**config.mk**
```make
export PLATFORM = sky130hd
export DESIGN_NAME = seg_desc_check
export DESIGN_NICKNAME = d
export VERILOG_FILES = /design/src/rtl/seg_desc_check.sv
export SDC_FILE = /design/constraint.sdc
export NUM_CORES = 1
export LEC_CHECK = 0
export BUFFER_PORTS_ARGS = -buffer_cell sky130_fd_sc_hd__clkbuf_2
export CAP_MARGIN = 20
export CORE_MARGIN = 3
export CORE_UTILIZATION = 45
export CTS_CLUSTER_SIZE = 28
export DETAILED_ROUTE_END_ITERATION = 6
export PLACE_DENSITY = 0.83
export SLEW_MARGIN = 0
export SYNTH_ARGS = -nofsm -noshare
export SYNTH_HDL_FRONTEND = slang
export SYNTH_SLANG_ARGS = --single-unit
```
**constraint.sdc**
```tcl
create_clock -name clk -period 8.45 [get_ports clk]
set_input_delay 0.4225 -clock clk [delete_from_list [all_inputs] [get_ports clk]]
set_output_delay 0.4225 -clock clk [all_outputs]
set_load 0.05 [all_outputs]
```
**src/rtl/seg_desc_check.sv**
```systemverilog
module seg_desc_check (
  input  logic        clk,
  input  logic        rst_n,
  input  logic [31:0] desc_lo,
  input  logic [31:0] desc_hi,
  input  logic [15:0] sel,
  input  logic [31:0] sp_in,
  input  logic [31:0] offset,
  input  logic        wide,
  input  logic        is_push,
  input  logic        req,
  output logic [31:0] seg_base,
  output logic [31:0] seg_limit,
  output logic [3:0]  seg_type,
  output logic        code_data,
  output logic [1:0]  seg_dpl,
  output logic        seg_present,
  output logic        seg_big,
  output logic        seg_gran,
  output logic [31:0] sp_out,
  output logic        fault
);
  logic [19:0] raw_lim;
  logic [31:0] size, addr;
  logic [32:0] last;
  logic        null_sel, exp_down, bad;
  logic        sel_unused;

  assign seg_base    = {desc_hi[31:24], desc_hi[7:0], desc_lo[31:16]};
  assign raw_lim     = {desc_hi[19:16], desc_lo[15:0]};
  assign seg_type    = desc_hi[11:8];
  assign code_data   = desc_hi[12];
  assign seg_dpl     = desc_hi[14:13];
  assign seg_present = desc_hi[15];
  assign seg_big     = desc_hi[22];
  assign seg_gran    = desc_hi[23];
  assign seg_limit   = seg_gran ? {raw_lim, 12'hFFF} : {12'h000, raw_lim};

  assign sel_unused = ^sel[2:0];
  assign null_sel   = (sel[15:3] == 13'd0);
  assign exp_down   = code_data & ~seg_type[3] & seg_type[2];

  assign size = wide ? 32'd4 : 32'd2;
  assign addr = is_push ? sp_in - size : offset;
  assign last = {1'b0, addr} + {1'b0, size} - 33'd1;

  always_comb begin
    if (null_sel)
      bad = 1'b1;
    else if (exp_down)
      bad = (addr <= seg_limit) | last[32];
    else
      bad = (last > {1'b0, seg_limit});
  end

  always_ff @(posedge clk) begin
    if (!rst_n) begin
      sp_out <= 32'd0;
      fault  <= 1'b0;
    end else begin
      fault <= req & bad;
      if (req && is_push && !bad)
        sp_out <= addr;
    end
  end
endmodule


```
==> results by group <==
Setup path
  • Worst R2R Setup Slack: between 7 and 8 ns
  • Max incr delay on CP: approximately 0.58 ns
  • CP required: 8.65 ns
  • CP max stage cell: and3_4
  • Critical Path Sink Type: flop
  • Startpoint types: primary input
  • Worst-path maximum fanout: 31
  • Worst EP arrival: 7.86 ns
  • WS Path Type: primary input to flop

Route
  • Drt pass-1 iters: 5
  • Vias: 6,570
  • Via-to-Cell Ratio: around 5.7
  • DR DRC count: 0
  • Routed WL per cell: 16.9 um
  • Routed WL: just under 20 mm
  • Initial drt markers: 473
  • Routed Antenna Nets: 0

Timing
  • Slew of the pin with the lowest slew margin: 0.774 ns
  • Final min period: 7.66 ns
  • Worst Skew: 0 ns
  • Hold Fails Final Rpt: 0
  • RSZ-0062 raised after global routing: no
  • Setup violators final: 0
  • Final Cycle Share: 90.7%
  • Fmax achieved: 131 MHz
  • Setup_tns: 0 ns
  • Relative slew margins: between 40% and 50%
  • Setup slack after layout: 0.788 ns
  • Pins over their slew limit: 0

Synth
  • Netlist cell types: 70
  • Mapped Nets: 1,104
  • Post-synthesis sequential area ratio: 10.5%
  • Largest family of logic cells by synthesized area: simple AND/OR/NAND/NOR gates
  • Synth Area in XOR/XNOR: 6.15%
  • Synth Flop Type: dfxtp_1
  • Dominant cell type by area after synthesis: ha_1
  • Yosys top cell area share: 19.4%
  • Synth Area in Simple Gates: 24.0%
  • Fraction of the mapped netlist area in compound gates: 20.7%
  • Area contributors post-synth: ha_1 19%, dfxtp_1 11%, mux2i_1 5.7%, nand2_1 5.5%, buf_4 5.0%
  • Post-synthesis adder-cell area fraction: 20.0%
  • Synth async-reset ratio: 0%
  • Cells after Synth: 856
  • Area of the mapped netlist: between 0.006 and 0.007 mm2
  • YS warnings: 0
  • Yosys reg bits: 33
  • Post-synth EDFFs: 0
  • Synthesized area per cell: 7.33 um2
  • Mux cell area share after synthesis: 6.28%

Die
  • Rows: 42
  • Die height: ~120 um
  • IO Pins: approximately 260
  • Core Region: around 0.013 mm2
  • Initial Util: 46.6%
  • Die footprint: around 0.015 mm2
  • Die width: between 100 and 150 um

Power
  • Leak Pwr: 3.59 nW
  • PD cells: about 140 mW/mm2
  • Peak supply drop: 0.0000893 V

Clock tree
  • H-tree depth: 2
  • Clock Path Buffers: 2
  • Root Buffer: clkbuf_16
  • TritonCTS buffer count: 5
  • Worst-path clk slew: 0.05 ns
  • CTS tree: yes
  • Clk sinks: 33
  • Latest clock arrival within the worst-skew pair: 0.27 ns
  • Cts repair resizes: 0
  • Buffer count from post-CTS setup fixing: 0
  • Post-CTS Hold Buffers: 0

Status
  • Status: completed

Placement
  • Routability cong.: 0.949
  • Place WS: 0.549 ns
  • IO Port Bufs: roughly 170
  • HPWL Detailed: 16.7 mm

Layout
  • Final core occ: 52.5%
  • P&R area growth vs syn: 12.7%
  • Post-layout nets: 1,220
  • Share of layout cells above drive strength 1: 22.0%
  • Diode count: 0

GRT
  • First-pass GRT wire length: 30.0 mm
  • Vias in the first global route: 6,293
  • Overall Global Routing Usage: 24.6%
  • Initial antenna violation count: 0
  • Largest net degree at the start of global routing: 61
  • Overflow after GRT: 0

Job
  • Maximum Capacitance Violations: 0

Hold path
  • Worst Hold Class: primary input to flop
## layout make-up
type,instances,area [um2]
inverter,81,304
clock inverter,2,10.0
timing repair buffer,177,906
sequential,33,661
multi-input combinational,674,4840
clock buffer,6,129
tap,176,220
fill,1370,6390
## metrics by stage
stage                     hold WS [ns]  instances  power [mW]  cell area [um2]
after global placement           0.443       1140       0.801             6910
after floorplan                  0.539        856       0.714             6270
after detailed placement         0.449       1140       0.813             6910
after global routing             0.415       1149        1.08             7070
final                            0.404       1149       0.994             7070
after CTS                        0.403       1148       0.988             7050
## worst paths after layout
kind	end	depth (start not counted)	start
worst max-delay path	sp_out[12]$_SDFFE_PN0P_	29	wide
worst min-delay path	fault$_SDFF_PN0_	3	req
worst max register to register	sp_out[31]$_SDFFE_PN0P_	2	sp_out[31]$_SDFFE_PN0P_
worst min register to register	sp_out[5]$_SDFFE_PN0P_	2	sp_out[5]$_SDFFE_PN0P_
## registers in the layout, indices dropped and copies added, names as in the netlist
| name | cells |
|---|---|
| fault | 1 |
| sp_out | 32 |
## power by group
| part | internal, mW | switching [mW] | leakage [nW] |
|---|---|---|---|
| sequential | 0.171 | 0.00783 | 0.268 |
| combinational | 0.241 | 0.400 | 3.25 |
| clock | 0.108 | 0.0662 | 0.0706 |
| total | 0.520 | 0.474 | 3.59 |
## kinds of logic after synthesis
logic type      after synthesis
simple gates                299
compound gates              193
buf+inv                     149
fa+ha+maj                    99
xor+xnor                     44
mux                          39
flops                        33
## routing by layer
layer	vias to the layer above	global-route usage (%)	routed length, um
li1	3263	-	-
met1	3000	29.4	7980
met2	252	43.0	9240
met3	55	5.00	1520
met4	0	9.45	672
met5	-	0	0
## Yosys cell counts (7+ instances only)
master    count
a21oi_1      62
nand2_1      92
clkbuf_1     18
nand4_1      23
xnor2_1      34
nor3_1       15
dfxtp_1      33
ha_1         97
nor2b_1       9
a21o_1       23
o21ai_0      24
a31oi_1      11
nor4_1       16
inv_1        81
o21bai_1      8
mux2i_1      36
nand3_1      16
o211ai_1     10
or2_2        15
xor2_1       10
buf_4        42
nor2_1       65
and2_1        7
a211oi_1      8
## cells in the final DEF, fill, tap and decap left out, types with 3 or more instances in the layout
cell type / Yosys / routed
a21oi_1: 62 / 62
nor2_1: 65 / 65
nand3_1: 16 / 16
o21bai_1: 8 / 8
nor4_1: 16 / 16
nor3_1: 15 / 15
o31ai_1: 5 / 5
clkbuf_2: 0 / 174
nand2_1: 92 / 92
xnor2_1: 34 / 34
or4_1: 6 / 6
a211oi_1: 8 / 8
ha_1: 97 / 97
and2_1: 7 / 7
o21a_1: 5 / 5
and3_1: 6 / 6
a311oi_1: 3 / 3
nor2b_1: 9 / 9
nor3b_1: 5 / 5
a31oi_1: 11 / 11
o21ai_0: 24 / 24
dfxtp_1: 33 / 33
o211a_1: 4 / 4
inv_1: 81 / 81
nand3b_1: 5 / 5
nand2b_1: 3 / 3
and4_1: 3 / 3
o41ai_1: 3 / 3
mux2_2: 3 / 3
a2111oi_0: 3 / 3
o31a_1: 3 / 3
o211ai_1: 10 / 10
mux2i_1: 36 / 36
xor2_1: 10 / 10
a21o_1: 23 / 23
or2_2: 15 / 15
nand4_1: 23 / 23
or3_1: 3 / 3
clkbuf_16: 0 / 5
## critical path: cells and delay by family
| family | cells | cell delay, ns |
|---|---|---|
| simple gates | 8 | 2.94 |
| compound gates | 10 | 2.30 |
| buf+inv | 4 | 0.41 |
| mux | 1 | 0.25 |
| xor+xnor | 2 | 0.29 |
| fa+ha+maj | 4 | 1.26 |
(Power assumes the default switching activity.)
